[src/rtl/rxf_pkg.sv]
package rxf_pkg;

    typedef enum logic [1:0] {
        TMO_IDLE = 2'd0,
        TMO_RUN  = 2'd1,
        TMO_PEND = 2'd2
    } tmo_state_t;

    localparam logic [7:0] FCR_KEEP_MASK = 8'hC9;

    function automatic int trig_bytes(input logic [1:0] code);
        unique case (code)
            2'b00: return 1;
            2'b01: return 4;
            2'b10: return 8;
            default: return 14;
        endcase
    endfunction

endpackage

[src/rtl/rxf_fcr_dec.sv]
module rxf_fcr_dec
    import rxf_pkg::*;
(
    input  logic       clk,
    input  logic       rst_n,
    input  logic       wr,
    input  logic [7:0] wdata,
    output logic       fifo_en,
    output logic [1:0] trig_code,
    output logic       rx_flush,
    output logic       tx_flush
);

    logic [7:0] fcr_q;
    logic       changed;
    logic       en_toggle;

    assign changed   = wr && (wdata != fcr_q);
    assign en_toggle = wdata[0] ^ fcr_q[0];
    assign rx_flush  = changed && (wdata[1] || en_toggle);
    assign tx_flush  = changed && (wdata[2] || en_toggle);
    assign fifo_en   = fcr_q[0];
    assign trig_code = fcr_q[7:6];

    always_ff @(posedge clk or negedge rst_n) begin
        if (!rst_n)       fcr_q <= '0;
        else if (changed) fcr_q <= wdata & FCR_KEEP_MASK;
    end

endmodule

[src/rtl/rxf_store.sv]
module rxf_store #(
    parameter int DEPTH = 16,
    parameter int DW    = 8,
    localparam int PTR_W = (DEPTH > 1) ? $clog2(DEPTH) : 1,
    localparam int CNT_W = $clog2(DEPTH + 1)
) (
    input  logic             clk,
    input  logic             rst_n,
    input  logic             flush,
    input  logic             fifo_mode,
    input  logic             push,
    input  logic [DW-1:0]    push_data,
    input  logic             pop,
    output logic [DW-1:0]    rd_data,
    output logic [CNT_W-1:0] count,
    output logic             dr,
    output logic             ovr
);

    localparam logic [CNT_W-1:0] FULL_CNT = CNT_W'(DEPTH);
    localparam logic [PTR_W-1:0] LAST_PTR = PTR_W'(DEPTH - 1);

    logic [DW-1:0]    mem [DEPTH];
    logic [PTR_W-1:0] head, tail;
    logic [DW-1:0]    hold;
    logic             full, empty, wr_en, rd_en;

    assign full  = (count == FULL_CNT);
    assign empty = (count == '0);
    assign wr_en = fifo_mode && push && !full && !flush;
    assign rd_en = fifo_mode && pop && !empty && !flush;

    always_comb begin
        if (fifo_mode) rd_data = empty ? '0 : mem[tail];
        else           rd_data = hold;
    end

    always_ff @(posedge clk) begin
        if (wr_en) mem[head] <= push_data;
    end

    always_ff @(posedge clk or negedge rst_n) begin
        if (!rst_n) begin
            head <= '0; tail <= '0; count <= '0;
            hold <= '0; dr <= 1'b0; ovr <= 1'b0;
        end else if (flush) begin
            head <= '0; tail <= '0; count <= '0;
            hold <= '0; dr <= 1'b0; ovr <= 1'b0;
        end else if (fifo_mode) begin
            if (push && full) ovr <= 1'b1;
            if (wr_en) head <= (head == LAST_PTR) ? '0 : head + 1'b1;
            if (rd_en) tail <= (tail == LAST_PTR) ? '0 : tail + 1'b1;
            unique case ({wr_en, rd_en})
                2'b10:   count <= count + 1'b1;
                2'b01:   count <= count - 1'b1;
                default: count <= count;
            endcase
            if (wr_en)                         dr <= 1'b1;
            else if (rd_en && count == 1'b1)   dr <= 1'b0;
        end else begin
            if (push) begin
                hold <= push_data;
                dr   <= 1'b1;
            end else if (pop) begin
                dr   <= 1'b0;
            end
        end
    end

endmodule

[src/rtl/rxf_timeout.sv]
module rxf_timeout
    import rxf_pkg::*;
#(
    parameter int TMO_CHARS = 4,
    localparam int TC_W = (TMO_CHARS > 1) ? $clog2(TMO_CHARS) : 1
) (
    input  logic clk,
    input  logic rst_n,
    input  logic flush,
    input  logic enable,
    input  logic restart,
    input  logic rd,
    input  logic tick,
    input  logic has_data,
    output logic pend
);

    localparam logic [TC_W-1:0] LAST_TICK = TC_W'(TMO_CHARS - 1);

    tmo_state_t st, nxt;
    logic [TC_W-1:0] ticks;

    always_comb begin
        nxt = st;
        if (flush || !enable) begin
            nxt = TMO_IDLE;
        end else if (restart) begin
            nxt = TMO_RUN;
        end else if (rd) begin
            nxt = TMO_IDLE;
        end else begin
            unique case (st)
                TMO_IDLE: nxt = TMO_IDLE;
                TMO_RUN:  if (tick && ticks == LAST_TICK)
                              nxt = has_data ? TMO_PEND : TMO_IDLE;
                TMO_PEND: nxt = TMO_PEND;
                default:  nxt = TMO_IDLE;
            endcase
        end
    end

    always_ff @(posedge clk or negedge rst_n) begin
        if (!rst_n) begin
            st    <= TMO_IDLE;
            ticks <= '0;
        end else begin
            st <= nxt;
            if (restart)                 ticks <= '0;
            else if (st == TMO_RUN && tick) ticks <= ticks + 1'b1;
        end
    end

    always_comb begin
        pend = (st == TMO_PEND);
    end

endmodule

[src/rtl/rx_fifo_ctl.sv]
module rx_fifo_ctl
    import rxf_pkg::*;
#(
    parameter int DEPTH     = 16,
    parameter int DW        = 8,
    parameter int TMO_CHARS = 4,
    localparam int CNT_W    = $clog2(DEPTH + 1)
) (
    input  logic             clk,
    input  logic             rst_n,
    input  logic             fcr_wr,
    input  logic [7:0]       fcr_wdata,
    input  logic             rx_valid,
    input  logic [DW-1:0]    rx_byte,
    input  logic             rbr_rd,
    output logic [DW-1:0]    rbr_data,
    input  logic             tick_char,
    output logic             fifo_en,
    output logic             tx_flush,
    output logic [CNT_W-1:0] rx_count,
    output logic [CNT_W-1:0] trig_lvl,
    output logic             data_ready,
    output logic             tmo_pend,
    output logic             overrun
);

    logic [1:0] trig_code;
    logic       rx_flush;
    logic       restart;

    rxf_fcr_dec u_dec (
        .clk       (clk),
        .rst_n     (rst_n),
        .wr        (fcr_wr),
        .wdata     (fcr_wdata),
        .fifo_en   (fifo_en),
        .trig_code (trig_code),
        .rx_flush  (rx_flush),
        .tx_flush  (tx_flush)
    );

    assign trig_lvl = CNT_W'(trig_bytes(trig_code));

    rxf_store #(.DEPTH(DEPTH), .DW(DW)) u_store (
        .clk       (clk),
        .rst_n     (rst_n),
        .flush     (rx_flush),
        .fifo_mode (fifo_en),
        .push      (rx_valid),
        .push_data (rx_byte),
        .pop       (rbr_rd),
        .rd_data   (rbr_data),
        .count     (rx_count),
        .dr        (data_ready),
        .ovr       (overrun)
    );

    assign restart = fifo_en && (rx_valid || (rbr_rd && rx_count > 1));

    rxf_timeout #(.TMO_CHARS(TMO_CHARS)) u_tmo (
        .clk      (clk),
        .rst_n    (rst_n),
        .flush    (rx_flush),
        .enable   (fifo_en),
        .restart  (restart),
        .rd       (rbr_rd),
        .tick     (tick_char),
        .has_data (rx_count != '0),
        .pend     (tmo_pend)
    );

endmodule

[config.mk]
export PLATFORM = sky130hd
export DESIGN_NAME = rx_fifo_ctl
export DESIGN_NICKNAME = d
export VERILOG_FILES = /design/src/rtl/rxf_pkg.sv /design/src/rtl/rxf_fcr_dec.sv /design/src/rtl/rxf_store.sv /design/src/rtl/rxf_timeout.sv /design/src/rtl/rx_fifo_ctl.sv
export SDC_FILE = /design/constraint.sdc
export NUM_CORES = 1
export LEC_CHECK = 0
export BUFFER_PORTS_ARGS = -buffer_cell sky130_fd_sc_hd__buf_2
export CAP_MARGIN = 20
export CORE_ASPECT_RATIO = 1.4
export CORE_MARGIN = 8
export CORE_UTILIZATION = 55
export CTS_CLUSTER_DIAMETER = 80
export DETAILED_ROUTE_END_ITERATION = 6
export GPL_TIMING_DRIVEN = 0
export PLACE_DENSITY = 0.74
export SETUP_SLACK_MARGIN = 0.2
export SYNTH_ARGS = -nofsm -noshare
export SYNTH_HDL_FRONTEND = slang
export SYNTH_SLANG_ARGS = --single-unit
[constraint.sdc]
create_clock -name clk -period 4.4 [get_ports clk]
set_input_delay 0.88 -clock clk [delete_from_list [all_inputs] [get_ports clk]]
set_output_delay 0.88 -clock clk [all_outputs]
set_load 0.02 [all_outputs]
### Word level (Yosys, flattened, before mapping)

Memory sizes are Yosys's and may differ from the RTL's.
Cells that the tools add are included.

* register bits: 31
* RAM bits: 128
* input bits: 22
* word-level logic and storage cells: 108
* memories kept: 1

* $add $sub $neg: 5
* magnitude comparators: 1
* equality and inequality tests: 15
* mux-type cells: 36
* bitwise gates (word level): 1
* reduce and logical (&&, ||, !) cells: 40

Memory list
* u_store.mem: depth 16, bits a word 8, read ports 1, clocked after Yosys merged registers in 0, write ports 1, RTL line rxf_store.sv:23 `logic [DW-1:0] mem [DEPTH];`

Operator list (count)
* $mux W8: 5
* $mux W4: 8
* $logic_and A1 B1 Y1: 15
* $mux W2: 7
* $pmux W4 S3: 1
* $reduce_and A2 Y1: 6
* $reduce_bool A2 Y1: 6
* $mux W1: 11
* $mux W5: 2
* $pmux W5 S2: 1
* $add A4 B1 Y4 const B: 2
* $eq A2 B2 Y1 const B: 4
* $eq A4 B4 Y1 const B: 2
* $ne A8 B8 Y1: 1
* $eq A2 B1 Y1 const B: 3
* $add A5 B1 Y5 const B: 1
* $eq A5 B1 Y1 const B: 1
* $eq A5 B5 Y1 const B: 1
* $gt A5 B1 Y1 const B: 1
* $logic_not A5 Y1: 1
* $ne A5 B3 Y1 const B: 1
* $reduce_bool A5 Y1: 1
* $sub A5 B1 Y5 const B: 1
* $logic_not A1 Y1: 4
* other kinds (9): 12

### Depth between registers and ports, before layout

* depth after elaboration: 10
* depth in mapped cells: 7
* gate-level depth less buffers: 6

### Cells and area by module

A second synthesis with hierarchy kept.

* cell total of the unflattened synthesis: 408
* area total of the unflattened synthesis: 6787.8 µm²

By module, submodules not included
* rxf_store: times used 1, cells an instance 362, area an instance 6336.1 µm², seq. area each 4419.2 µm²
* rxf_timeout: times used 1, cells an instance 24, area an instance 244.0 µm², seq. area each 100.1 µm²
* rxf_fcr_dec: times used 1, cells an instance 11, area an instance 147.6 µm², seq. area each 75.1 µm²
* rx_fifo_ctl: times used 1, cells an instance 11, area an instance 60.1 µm², seq. area each 0.0 µm²

### Least setup slack after synthesis

Ideal clock, no wire load.

* path type: register -> output
* start point: register u_store.count[0]
* end point: output rbr_data[6]
* arrival time: 1.925 ns
* required time: 3.520 ns
* path slack: 1.595 ns
* cell stages (with the launch flop): 8
* cell sequence: dfrtp_1 inv_1 ha_1 or4b_4 buf_6 o2111ai_1 or4_1 o211ai_1

* word-level cells in the longest chain between the ends: 3

Ends and longest elaborated chain
* from (decl): RTL line rxf_store.sv:15 `output logic [CNT_W-1:0] count,`
* from (signal assigned): RTL line rxf_store.sv:54 `2'b10: count <= count + 1'b1;`
* from (signal assigned): RTL line rxf_store.sv:55 `2'b01: count <= count - 1'b1;`
* from (signal assigned): RTL line rxf_store.sv:56 `default: count <= count;`
* $logic_not A5 Y1: RTL line rxf_store.sv:29 `assign empty = (count == '0);`
* $mux W8 (2 in series): RTL line rxf_store.sv:34 `if (fifo_mode) rd_data = empty ? '0 : mem[tail];`
* to (decl): RTL line rx_fifo_ctl.sv:16 `output logic [DW-1:0] rbr_data,`

No other way between the ends.

### Final worst setup path

* start point: register u_store.tail[3]
* end point: output rbr_data[1]

* word-level cells in the longest chain between the ends: 3

Ends and longest elaborated chain
* from (decl): RTL line rxf_store.sv:24 `logic [PTR_W-1:0] head, tail;`
* from (signal assigned): RTL line rxf_store.sv:52 `if (rd_en) tail <= (tail == LAST_PTR) ? '0 : tail + 1'b1;`
* $mem_v2 Z16 W8
* $mux W8 (2 in series): RTL line rxf_store.sv:34

No other way between the ends.

==> impl_metrics.csv <==
group,metric,value,unit
synth,yosys_warnings,0,
timing,rsz0062_at_grt,"false",
run,drv_cap,0,
synth,ys_ff_latch,158,
power_and_ir_drop,switching_share,26.4,%
critical_path,worst-r2r-setup-slack,1.27,ns
final_layout,finalNetCount,527,
status,outcome,"finished, final reports clean",
timing,max_freq,273,MHz
critical_path,reg2reg_to,"u_store.mem[2][5]$_DFFE_PP_",
clock_network,clk-insertion-delay-late,0.42,ns
clock_network,hold_buffers,0,
grt,antenna_found_initial,0,
final_layout,syn_to_final_growth,14.6,%
timing,fin_skew,0.00795,ns
final_layout,fillers,907,
critical_path,cp.arrival,2.78,ns
grt,grt_pass1_vias,4275,
floorplan,io_pins,45,
power_and_ir_drop,power_density,481,nW/um^2
route,drc,0,
critical_path,cp-start-kind,"flip-flop",
route,drt_iter0_markers,258,
synth,ys_async_sr_fraction,19.0,%
critical_path,setup.worst_path.class,"reg2out",
grt,overflow,0,
power_and_ir_drop,power_leakage,2.75,nW
grt,track_usage,18.8,%
clock_network,cts_resized,0,
timing,finalHoldViolations,0,
timing,final.setup.tns,0,ns
clock_network,path_clk_slew,0.06,ns
route,first_pass_iters,5,
synth,synth_edf_count,128,
timing,tightest_slew,1.03,ns
timing,setup_violations,0,
timing,max_slew_margin,31.1,%
synth,syn-cell-area,6870,um^2
final_layout,diodes,0,
power_and_ir_drop,p_clk_share,39.0,%
clock_network,postCtsSetupBuffers,0,
critical_path,required,3.52,ns
timing,whs,0.513,ns
power_and_ir_drop,p_int,2.79,mW
timing,layout_setup_ws,0.736,ns
timing,finalCritPeriodShare,83.3,%
floorplan,dieWidth,110,um
timing,final.min_clock_period,3.66,ns
grt,grt_pass1_wl,23500,um
route,ant_nets,0,
floorplan,core,12300,um^2
timing,final_max_slew_viol_count,0,
route,totalWireLength,15100,um
critical_path,rr_startpoint,"u_store.count[1]$_DFFE_PN0P_",
critical_path,cp-end-kind,"primary output",
power_and_ir_drop,pwr-share-seq,45.1,%
clock_network,cts_sinks,158,
placement,pre_cts_slack,1.04,ns
synth,synth-seq-area-share,66.9,%
route,viasPerCell,6.23,
grt,grt_max_degree,31,
critical_path,rr_worst_depth,7,
power_and_ir_drop,p_sw,1000,uW
route,post_drt_wl_per_cell,23.1,um
synth,synth_ff_type,"edfxtp_1",
floorplan,start_util,56.1,%
final_layout,finalNonFillerCells,655,
synth,synth_cells,432,
power_and_ir_drop,combPwrFrac,15.9,%
floorplan,dieArea,16400,um^2
final_layout,final_cell_mix,"edfxtp_1, buf_2, dfrtp_1",
placement,placed_cells,624,
route,via_count,4082,
clock_network,cts_tree,"built",
synth,syn_avg_cell_area,15.9,um^2
synth,syn-num-nets,466,
power_and_ir_drop,power.total,3.79,mW
clock_network,htreeDepth,4,
final_layout,final_common_cell,"edfxtp_1",
placement,routabilityCongestion,0.869,
power_and_ir_drop,ir_drop,295,uV
clock_network,clock_tree.root_cell,"clkbuf_16",
final_layout,layout-drive-gt1-share,24.4,%
clock_network,clockBufferDepth,2,
placement,hpwl,10200,um
critical_path,crit_fanout,10,
floorplan,die_y,148,um
clock_network,cts_buffers,17,
placement,portBuffers,39,
synth,ys_types,53,
hold_path,hold_class,"in2async",
floorplan,row_count,48,
through the flow:
| step | area, um^2 | util, % |
|---|---|---|
| after floorplan | 6870 | - |
| after global placement | 7250 | 59.2 |
| after detailed placement | 7280 | 59.4 |
| after CTS | 7870 | 64.2 |
| after global routing | 7870 | 64.2 |
| final | 7870 | 64.2 |
cell families (layout without fill, tap and decap cells):
family | after synthesis | in the layout | share of synthesized area [%]
AND/OR/NAND/NOR | 107 | 107 | 8.18
adder cells (fa/ha/maj) | 12 | 12 | 2.19
XOR/XNOR | 4 | 4 | 0.510
other | 1 | 1 | 0.0546
AO/OA/AOI/OAI | 50 | 50 | 5.23
multiplexers | 64 | 64 | 14.6
buffers and inverters | 36 | 109 | 2.40
flip-flops | 158 | 158 | 66.9
routing by layer:
layer  global-route usage, %  part of all wire [%]  up-vias
met4                    6.78                   1.9        0
met3                    4.55                   4.4       23
met2                    34.0                    55      159
met1                    20.9                    39     2108
met5                       0                     0        -
li1                        -                     -     1792
power groups by stage:
| stage | Sequential [mW] | Combinational (mW) | Clock [mW] |
|---|---|---|---|
| after CTS | 1.71 | 0.600 | 1.48 |
| after global routing | 1.71 | 0.652 | 1.54 |
| final | 1.71 | 0.602 | 1.48 |
| after floorplan | 1.75 | 0.392 | 0 |
| after global placement | 1.73 | 0.577 | 0 |
| after detailed placement | 1.74 | 0.594 | 0 |
synth_stat cells, types with 5 or more instances:
| cell | count | share of area [%] |
|---|---|---|
| inv_1 | 7 | 0.38 |
| o221ai_1 | 7 | 0.89 |
| nand3_1 | 13 | 0.95 |
| nand2b_1 | 13 | 1.2 |
| mux4_2 | 28 | 9.2 |
| dfrtp_1 | 30 | 11 |
| nand2_1 | 21 | 1.1 |
| ha_1 | 12 | 2.2 |
| nor2_1 | 28 | 1.5 |
| mux2i_1 | 29 | 4.2 |
| buf_1 | 5 | 0.27 |
| nor3_1 | 5 | 0.36 |
| clkbuf_1 | 12 | 0.66 |
| a21oi_1 | 15 | 1.1 |
| buf_2 | 8 | 0.58 |
| edfxtp_1 | 128 | 56 |
| mux2_2 | 7 | 1.1 |
worst max-delay path, cell delays in order (launching register included):
cell and delay (ns):
dfrtp_1 0.32, buf_1 0.29, buf_1 0.63, mux4_2 0.42
mux2i_1 0.28, o221ai_1 0.21, buf_2 0.21
worst max path at each step:
| stage | startpoint | endpoint |
|---|---|---|
| 5_1_grt | u_store.tail[3]$_DFFE_PN0P_ | rbr_data[2] |
| 2_1_floorplan | u_store.count[0]$_DFFE_PN0P_ | rbr_data[6] |
| 6_report | u_store.tail[3]$_DFFE_PN0P_ | rbr_data[1] |
| 3_5_place_dp | fcr_wdata[0] | u_store.mem[13][2]$_DFFE_PP_ |
| 4_1_cts | u_store.tail[3]$_DFFE_PN0P_ | rbr_data[1] |
| 3_3_place_gp | fcr_wdata[0] | u_store.mem[1][3]$_DFFE_PP_ |
layout make-up:
cell class | instances | area [um^2] | share of cell area (%)
sequential | 158 | 4590 | 58.4
buffer | 29 | 139 | 1.76
timing repair buffer | 42 | 215 | 2.73
inverter | 7 | 26.3 | 0.334
multi-input combinational | 238 | 2110 | 26.9
tap | 150 | 188 | 2.39
clock inverter | 13 | 163 | 2.07
clock buffer | 18 | 429 | 5.45
state kept, by name, indices dropped and copies added, names as in the netlist:
signal	flops
u_store.hold	8
u_store.tail	4
u_store.count	5
u_tmo.st	2
u_tmo.ticks	2
u_store.dr	1
u_dec.fcr_q	3
u_store.mem	128
u_store.head	4
u_store.ovr	1
(Power assumes the default switching activity.)
